<file path="config.mk">
export PLATFORM = sky130hd
export DESIGN_NAME = eth_frame_splitter
export DESIGN_NICKNAME = d
export VERILOG_FILES = /design/src/rtl/eth_split_pkg.sv /design/src/rtl/eth_frame_ram.sv /design/src/rtl/eth_frame_capture.sv /design/src/rtl/eth_frame_drain.sv /design/src/rtl/eth_frame_splitter.sv
export SDC_FILE = /design/constraint.sdc
export NUM_CORES = 2
export LEC_CHECK = 0
export BUFFER_PORTS_ARGS = -buffer_cell sky130_fd_sc_hd__buf_4
export CORE_MARGIN = 2
export CORE_UTILIZATION = 39
export CTS_CLUSTER_DIAMETER = 150
export DETAILED_ROUTE_END_ITERATION = 10
export GPL_ROUTABILITY_DRIVEN = 1
export PLACE_DENSITY = 0.65
export SLEW_MARGIN = 20
export SYNTH_ARGS = -nofsm -noshare
export SYNTH_HDL_FRONTEND = slang
export SYNTH_SLANG_ARGS = --single-unit
</file>
<file path="constraint.sdc">
create_clock -name clk -period 7.5 [get_ports clk]
set_clock_uncertainty 0.15 [all_clocks]
set_input_delay 0.375 -clock clk [delete_from_list [all_inputs] [get_ports clk]]
set_output_delay 0.375 -clock clk [all_outputs]
set_load 0.02 [all_outputs]
</file>
<file path="src/rtl/eth_split_pkg.sv">
package eth_split_pkg;

  localparam logic [7:0]  PRE_BYTE   = 8'h55;
  localparam logic [7:0]  SFD_BYTE   = 8'hD5;
  localparam int          HDR_LEN    = 14;
  localparam int          FCS_LEN    = 4;
  localparam logic [15:0] TYPE_IPV4  = 16'h0800;
  localparam logic [31:0] CRC_INIT   = 32'hFFFF_FFFF;
  localparam logic [31:0] CRC_POLY_R = 32'hEDB8_8320;
  localparam logic [31:0] CRC_GOOD   = 32'hC704_DD7B;

  typedef enum logic [1:0] {
    C_PRE  = 2'd0,
    C_BODY = 2'd1,
    C_SKIP = 2'd2,
    C_HOLD = 2'd3
  } cap_state_t;

  function automatic logic [31:0] crc32_byte(input logic [31:0] c_in, input logic [7:0] b);
    logic [31:0] c;
    c = c_in ^ {24'd0, b};
    for (int k = 0; k < 8; k++) begin
      c = c[0] ? ((c >> 1) ^ CRC_POLY_R) : (c >> 1);
    end
    return c;
  endfunction

endpackage

</file>
<file path="src/rtl/eth_frame_ram.sv">
module eth_frame_ram #(
  parameter int DEPTH = 256,
  parameter int WIDTH = 8,
  localparam int AW = $clog2(DEPTH)
) (
  input  logic             clk,
  input  logic             wr_en,
  input  logic [AW-1:0]    wr_addr,
  input  logic [WIDTH-1:0] wr_data,
  input  logic             rd_en,
  input  logic [AW-1:0]    rd_addr,
  output logic [WIDTH-1:0] rd_data
);

  logic [WIDTH-1:0] mem [DEPTH];

  always_ff @(posedge clk) begin
    if (wr_en) mem[wr_addr] <= wr_data;
  end

  always_ff @(posedge clk) begin
    if (rd_en) rd_data <= mem[rd_addr];
  end

endmodule

</file>
<file path="src/rtl/eth_frame_capture.sv">
module eth_frame_capture
  import eth_split_pkg::*;
#(
  parameter int MAX_BYTES = 256,
  parameter int MIN_BYTES = 64,
  localparam int AW = $clog2(MAX_BYTES),
  localparam int CW = $clog2(MAX_BYTES + 1)
) (
  input  logic          clk,
  input  logic          rst,
  input  logic          in_valid,
  input  logic [7:0]    in_data,
  input  logic          in_last,
  output logic          in_ready,
  input  logic          release_i,
  output logic          wr_en,
  output logic [AW-1:0] wr_addr,
  output logic [7:0]    wr_data,
  output logic          res_valid,
  output logic          res_good,
  output logic [CW-1:0] res_n,
  output logic          res_ip,
  output logic [15:0]   res_iplen
);

  cap_state_t  st;
  logic [31:0] crc, crc_nx, crc_rev;
  logic [CW-1:0] cnt, cnt_nx;
  logic        ovf, ovf_nx;
  logic [7:0]  et_hi, et_lo, ip_hi;
  logic        accept, at_cap, good_nx;

  assign in_ready = (st != C_HOLD);
  assign accept   = in_valid && in_ready;
  assign at_cap   = (cnt == CW'(MAX_BYTES));

  always_comb begin
    crc_nx  = crc32_byte(crc, in_data);
    crc_rev = {<<{crc_nx}};
    cnt_nx  = at_cap ? cnt : cnt + CW'(1);
    ovf_nx  = ovf | at_cap;
    good_nx = !ovf_nx && (crc_rev == CRC_GOOD) && (cnt_nx >= CW'(MIN_BYTES));
  end

  assign wr_en   = accept && (st == C_BODY) && !at_cap;
  assign wr_addr = cnt[AW-1:0];
  assign wr_data = in_data;

  always_ff @(posedge clk) begin
    if (rst) begin
      st        <= C_PRE;
      crc       <= CRC_INIT;
      cnt       <= '0;
      ovf       <= 1'b0;
      et_hi     <= '0;
      et_lo     <= '0;
      ip_hi     <= '0;
      res_valid <= 1'b0;
      res_good  <= 1'b0;
      res_n     <= '0;
      res_ip    <= 1'b0;
      res_iplen <= '0;
    end else begin
      res_valid <= 1'b0;
      if (st == C_HOLD) begin
        if (release_i) st <= C_PRE;
      end else if (accept) begin
        unique case (st)
          C_PRE: begin
            crc   <= CRC_INIT;
            cnt   <= '0;
            ovf   <= 1'b0;
            et_hi <= '0;
            et_lo <= '0;
            if (in_last) begin
              st        <= C_HOLD;
              res_valid <= 1'b1;
              res_good  <= 1'b0;
            end else if (in_data == SFD_BYTE) begin
              st <= C_BODY;
            end else if (in_data != PRE_BYTE) begin
              st <= C_SKIP;
            end
          end
          C_BODY: begin
            crc <= crc_nx;
            cnt <= cnt_nx;
            ovf <= ovf_nx;
            if (cnt == CW'(12)) et_hi <= in_data;
            if (cnt == CW'(13)) et_lo <= in_data;
            if (cnt == CW'(16)) ip_hi <= in_data;
            if (cnt == CW'(17)) res_iplen <= {ip_hi, in_data};
            if (in_last) begin
              st        <= C_HOLD;
              res_valid <= 1'b1;
              res_good  <= good_nx;
              res_n     <= cnt_nx;
              res_ip    <= ({et_hi, et_lo} == TYPE_IPV4);
            end
          end
          C_SKIP: begin
            if (in_last) begin
              st        <= C_HOLD;
              res_valid <= 1'b1;
              res_good  <= 1'b0;
            end
          end
          default: st <= C_PRE;
        endcase
      end
    end
  end

endmodule

</file>
<file path="src/rtl/eth_frame_drain.sv">
module eth_frame_drain
  import eth_split_pkg::*;
#(
  parameter int MAX_BYTES = 256,
  localparam int AW = $clog2(MAX_BYTES),
  localparam int CW = $clog2(MAX_BYTES + 1)
) (
  input  logic          clk,
  input  logic          rst,
  input  logic          start,
  input  logic [CW-1:0] end_cnt,
  output logic          rd_en,
  output logic [AW-1:0] rd_addr,
  input  logic [7:0]    rd_data,
  output logic          hdr_valid,
  output logic [3:0]    hdr_index,
  output logic [7:0]    hdr_data,
  output logic          pay_valid,
  output logic [7:0]    pay_data,
  output logic          fin
);

  logic          running;
  logic [CW-1:0] ra, endr;
  logic          v1, hdr1, last1, lastq;
  logic [3:0]    idx1;
  logic          is_end;

  assign is_end  = (ra == endr - CW'(1));
  assign rd_en   = running;
  assign rd_addr = ra[AW-1:0];

  always_ff @(posedge clk) begin
    if (rst) begin
      running   <= 1'b0;
      ra        <= '0;
      endr      <= '0;
      v1        <= 1'b0;
      hdr1      <= 1'b0;
      last1     <= 1'b0;
      idx1      <= '0;
      lastq     <= 1'b0;
      hdr_valid <= 1'b0;
      hdr_index <= '0;
      hdr_data  <= '0;
      pay_valid <= 1'b0;
      pay_data  <= '0;
      fin       <= 1'b0;
    end else begin
      v1    <= running;
      hdr1  <= (ra < CW'(HDR_LEN));
      idx1  <= ra[3:0];
      last1 <= running && is_end;
      if (start) begin
        running <= 1'b1;
        ra      <= '0;
        endr    <= end_cnt;
      end else if (running) begin
        ra <= ra + CW'(1);
        if (is_end) running <= 1'b0;
      end
      hdr_valid <= v1 && hdr1;
      pay_valid <= v1 && !hdr1;
      hdr_index <= idx1;
      hdr_data  <= rd_data;
      pay_data  <= rd_data;
      lastq     <= v1 && last1;
      fin       <= lastq;
    end
  end

endmodule

</file>
<file path="src/rtl/eth_frame_splitter.sv">
module eth_frame_splitter
  import eth_split_pkg::*;
#(
  parameter int MAX_BYTES = 256,
  parameter int MIN_BYTES = 64
) (
  input  logic       clk,
  input  logic       rst,
  input  logic       in_valid,
  input  logic [7:0] in_data,
  input  logic       in_last,
  output logic       in_ready,
  output logic       hdr_valid,
  output logic [3:0] hdr_index,
  output logic [7:0] hdr_data,
  output logic       pay_valid,
  output logic [7:0] pay_data,
  output logic       frame_done,
  output logic       frame_ok
);

  localparam int AW = $clog2(MAX_BYTES);
  localparam int CW = $clog2(MAX_BYTES + 1);

  logic          wr_en, rd_en;
  logic [AW-1:0] wr_addr, rd_addr;
  logic [7:0]    wr_data, rd_data;
  logic          res_valid, res_good, res_ip;
  logic [CW-1:0] res_n;
  logic [15:0]   res_iplen;
  logic          drain_fin;
  logic [CW-1:0] body_raw, body, end_cnt;

  always_comb begin
    body_raw = res_n - CW'(HDR_LEN + FCS_LEN);
    body     = body_raw;
    if (res_ip && ({1'b0, res_iplen} < 17'(body_raw))) body = CW'(res_iplen);
    end_cnt  = body + CW'(HDR_LEN);
  end

  eth_frame_capture #(.MAX_BYTES(MAX_BYTES), .MIN_BYTES(MIN_BYTES)) i_cap (
    .clk, .rst, .in_valid, .in_data, .in_last, .in_ready,
    .release_i(frame_done),
    .wr_en, .wr_addr, .wr_data,
    .res_valid, .res_good, .res_n, .res_ip, .res_iplen
  );

  eth_frame_ram #(.DEPTH(MAX_BYTES), .WIDTH(8)) i_ram (
    .clk, .wr_en, .wr_addr, .wr_data, .rd_en, .rd_addr, .rd_data
  );

  eth_frame_drain #(.MAX_BYTES(MAX_BYTES)) i_drain (
    .clk, .rst,
    .start(res_valid && res_good), .end_cnt,
    .rd_en, .rd_addr, .rd_data,
    .hdr_valid, .hdr_index, .hdr_data, .pay_valid, .pay_data,
    .fin(drain_fin)
  );

  always_ff @(posedge clk) begin
    if (rst) begin
      frame_done <= 1'b0;
      frame_ok   <= 1'b0;
    end else begin
      frame_done <= drain_fin || (res_valid && !res_good);
      frame_ok   <= drain_fin;
    end
  end

endmodule


</file>
==> key figures <==
Outcome
  – Status: complete, no violations

Yosys
  – Yosys Warn Count: 0
  – Syn Nets: 4687
  – #FFs+latches synth: 2196
  – Syn_area_per_cell: 18.7 sq um
  – Cell variety after synth: 69
  – Cells after Synth: 4653
  – Sequential fraction of the synthesis area: 0.741
  – Number of synthesized flops with an enable pin: 2056
  – Post-synth top flop: edfxtp_1
  – Async S/R FF share, synth: 0
  – Mapped Area: 87100 sq um

Drt
  – Vias per inst: 5.62
  – First DRT Iteration DRCs: 5745
  – Routed length per placed instance: 27.5 um
  – 1st-pass router iterations: 6
  – Final wirelength: 216000 um
  – Final ANT Viol Nets: 0
  – Via count: 44227
  – DRC: 0

Final layout
  – Final nets: 4747
  – Layout area overhead: 12.0%
  – Ratio of cells with drive above 1 in the final layout: 0.181

Timing
  – Fin worst setup slack: 2690 ps
  – Slew margin rel.: 0.205
  – Setup TNS: 0 ps
  – Worst Max-Slew Pin Slew: 1190 ps
  – Fin Hold WS: 268 ps
  – Setup violations, final: 0
  – Fmax: 208 MHz
  – RSZ-0062 raised after global routing: false
  – Final hold vios: 0
  – Final Max Tran Viols: 0
  – Final period utilization: 0.641
  – Final Critical Period: 4810 ps

Flow run
  – Max-cap violations: 0

Power and ir drop
  – Int Power: 19.6 mW
  – P_sw: 5.13 mW
  – Cell Pwr Density: 254 nW/um^2
  – Power share of the sequential group: 0.542
  – Comb pwr share: 0.026
  – Clk pwr share: 0.432
  – Switching part of the total power: 0.207
  – Leak: 28.7 nW
  – Maximum VDD drop: 228 uV

Global routing
  – Grt total ovfl: 0
  – Antenna violations before repair: 14
  – Total GRT Usage: 0.187
  – Vias in the first global route: 44083
  – Global-route wire length before repair: 314000 um
  – Largest net degree at the start of global routing: 163

CTS
  – Root buf cell: clkbuf_16
  – Clk pin slew, worst setup/hold paths: 60 ps
  – CTS Buffer Depth: 3
  – Clock sinks: 2196
  – H-tree depth: 4
  – Total CTS buffers: 215
  – Buffer count from post-CTS setup fixing: 0
  – Clk_lat worst skew: 880 ps
  – CTS tree: yes
  – Post-CTS sizing: 0

Placed design
  – Worst slack at placement: 2760 ps
  – GP Congestion: 0.832
  – PortBufs: 36
  – HPWL Detailed: 128000 um

Floorplan
  – Starting Density: 0.392
  – I/O Pins: 37
  – Core area: 222000 sq um
  – Die X: 477 um
  – Die area: 227000 sq um
  – Row count: 173
  – Die Y: 477 um

Critical path
  – Worst reg2reg startpoint: i_cap.st[0]
  – Kind of critical path: reg2reg
  – Crit. End Element: flip-flop
  – Critical Path Source: i_cap.st[0]
  – Reg2Reg Depth: 8
  – Worst path required time: 7830 ps
  – Setup crit end: i_ram.mem[10][1]
  – CP arrival: 5140 ps
  – Crit-path max FO: 41
  – Flop2flop setup slack: 2690 ps
  – CP startpoint kind: flip-flop
  – Reg2reg end: i_ram.mem[10][1]

Min path
  – HP Class: reg2reg
==> critical path: stages, from the launching register on <==
cell	delay, ps
dfxtp_1	350
ha_1	260
nor2b_1	490
nand2_1	120
buf_4	310
nor3b_1	1000
nand2_2	580
buf_4	430
nor2_1	690
==> cell usage after synthesis, drive strengths merged, types with 29 or more instances <==
library cell	number	area (sq um)
a21oi	104	524
o221ai	58	508
edfxtp	2056	61700
nand2b	37	231
nor2	357	1340
o22ai	97	607
xnor2	72	781
nor2b	29	181
nor3	33	165
dfxtp	140	2800
buf	161	1200
nand3	31	155
clkbuf	135	508
mux2i	380	3800
o21ai	135	676
a211oi	65	488
nand2	138	518
xor2	36	338
mux4	405	9120
==> area by class of cell <==
| type | instances | area (sq um) |
|---|---|---|
| Timing Repair Buffer | 139 | 1360 |
| Fill cell | 18937 | 124000 |
| Multi-Input combinational cell | 2141 | 20900 |
| Clock buffer | 266 | 5650 |
| Tap cell | 2975 | 3720 |
| Inverter | 20 | 75.1 |
| Clock inverter | 134 | 1370 |
| Sequential cell | 2196 | 64600 |
| Antenna cell | 2 | 5.00 |
==> worst min path at each step <==
stage / from / to / depth (start not counted)
after floorplan: i_drain.hdr1 / i_drain.pay_valid / 1
after CTS: in_last / i_cap.res_n[3] / 4
after global routing: in_data[6] / i_ram.mem[41][6] / 2
after detailed placement: i_drain.hdr1 / i_drain.pay_valid / 1
after global placement: i_drain.hdr1 / i_drain.pay_valid / 1
final: i_drain.hdr1 / i_drain.pay_valid / 1
==> registers in the layout, indices dropped and copies added, names as in the netlist, 2 cells and up <==
name	cells
i_cap.res_n	9
i_drain.idx1	4
i_ram.rd_data	8
i_cap.et_hi	8
i_cap.crc	32
i_cap.et_lo	8
i_ram.mem	2048
i_drain.hdr_index	4
i_cap.cnt	9
i_cap.ip_hi	8
i_drain.ra	9
i_cap.st	2
i_cap.res_iplen	16
i_drain.endr	9
i_drain.hdr_data	8
==> power groups by stage <==
| stage | clock network, mW | logic (mW) | registers [mW] |
|---|---|---|---|
| detailed placement | 0 | 0.646 | 13.7 |
| global placement | 0 | 0.634 | 13.7 |
| finish | 10.7 | 0.651 | 13.4 |
| floorplan | 0 | 0.309 | 13.7 |
| CTS | 10.8 | 0.654 | 13.4 |
| global route | 11.3 | 0.702 | 13.4 |
==> what timing repair did <==
item / CTS / global route
setup endpoints to repair: 0 / 0
hold buffers: 12 / 0
endpoints found under the hold margin: 276 / 0
==> cell usage in the layout (no fill, tap or decap), drive strengths merged, types with 98 or more instances in the layout <==
| cell type | instances |
|---|---|
| a21oi | 104 |
| clkbuf | 266 |
| mux2i | 380 |
| nor2 | 357 |
| edfxtp | 2056 |
| o21ai | 135 |
| mux4 | 405 |
| clkinv | 98 |
| nand2 | 138 |
| buf | 127 |
| dfxtp | 140 |
==> cell families (layout without fill, tap and decap cells) <==
logic type	count (synthesis)	count (layout)	share of synthesized area
muxes	788	788	0.149
and+or+nand+nor	699	699	0.0356
other	0	2	0
buffers and inverters	316	559	0.0205
AOI/OAI and AO/OA	524	524	0.0385
adders and majority gates	22	22	0.00316
DFF	2196	2196	0.741
xor gates and xnor gates	108	108	0.0128
==> per-layer routing <==
metal | part of all wire | vias to the layer above | wire, um | GRT usage
met3 | 0.088 | 319 | 19100 | 0.0329
met5 | 0.00012 | - | 27 | 0
met4 | 0.028 | 4 | 6130 | 0.0570
li1 | - | 18872 | - | -
met1 | 0.40 | 22976 | 86400 | 0.261
met2 | 0.48 | 2056 | 104000 | 0.301
==> stage by stage <==
stage / util / std cells / area (sq um) / power, mW
after detailed placement: 0.407 / 7459 / 90500 / 14.3
after CTS: 0.439 / 7871 / 97600 / 24.9
final: 0.440 / 7873 / 97600 / 24.8
after global placement: 0.407 / 7459 / 90500 / 14.3
after global routing: 0.440 / 7872 / 97600 / 25.4
after floorplan: - / 4653 / 87100 / 14.0
(Power assumes the default switching activity.)
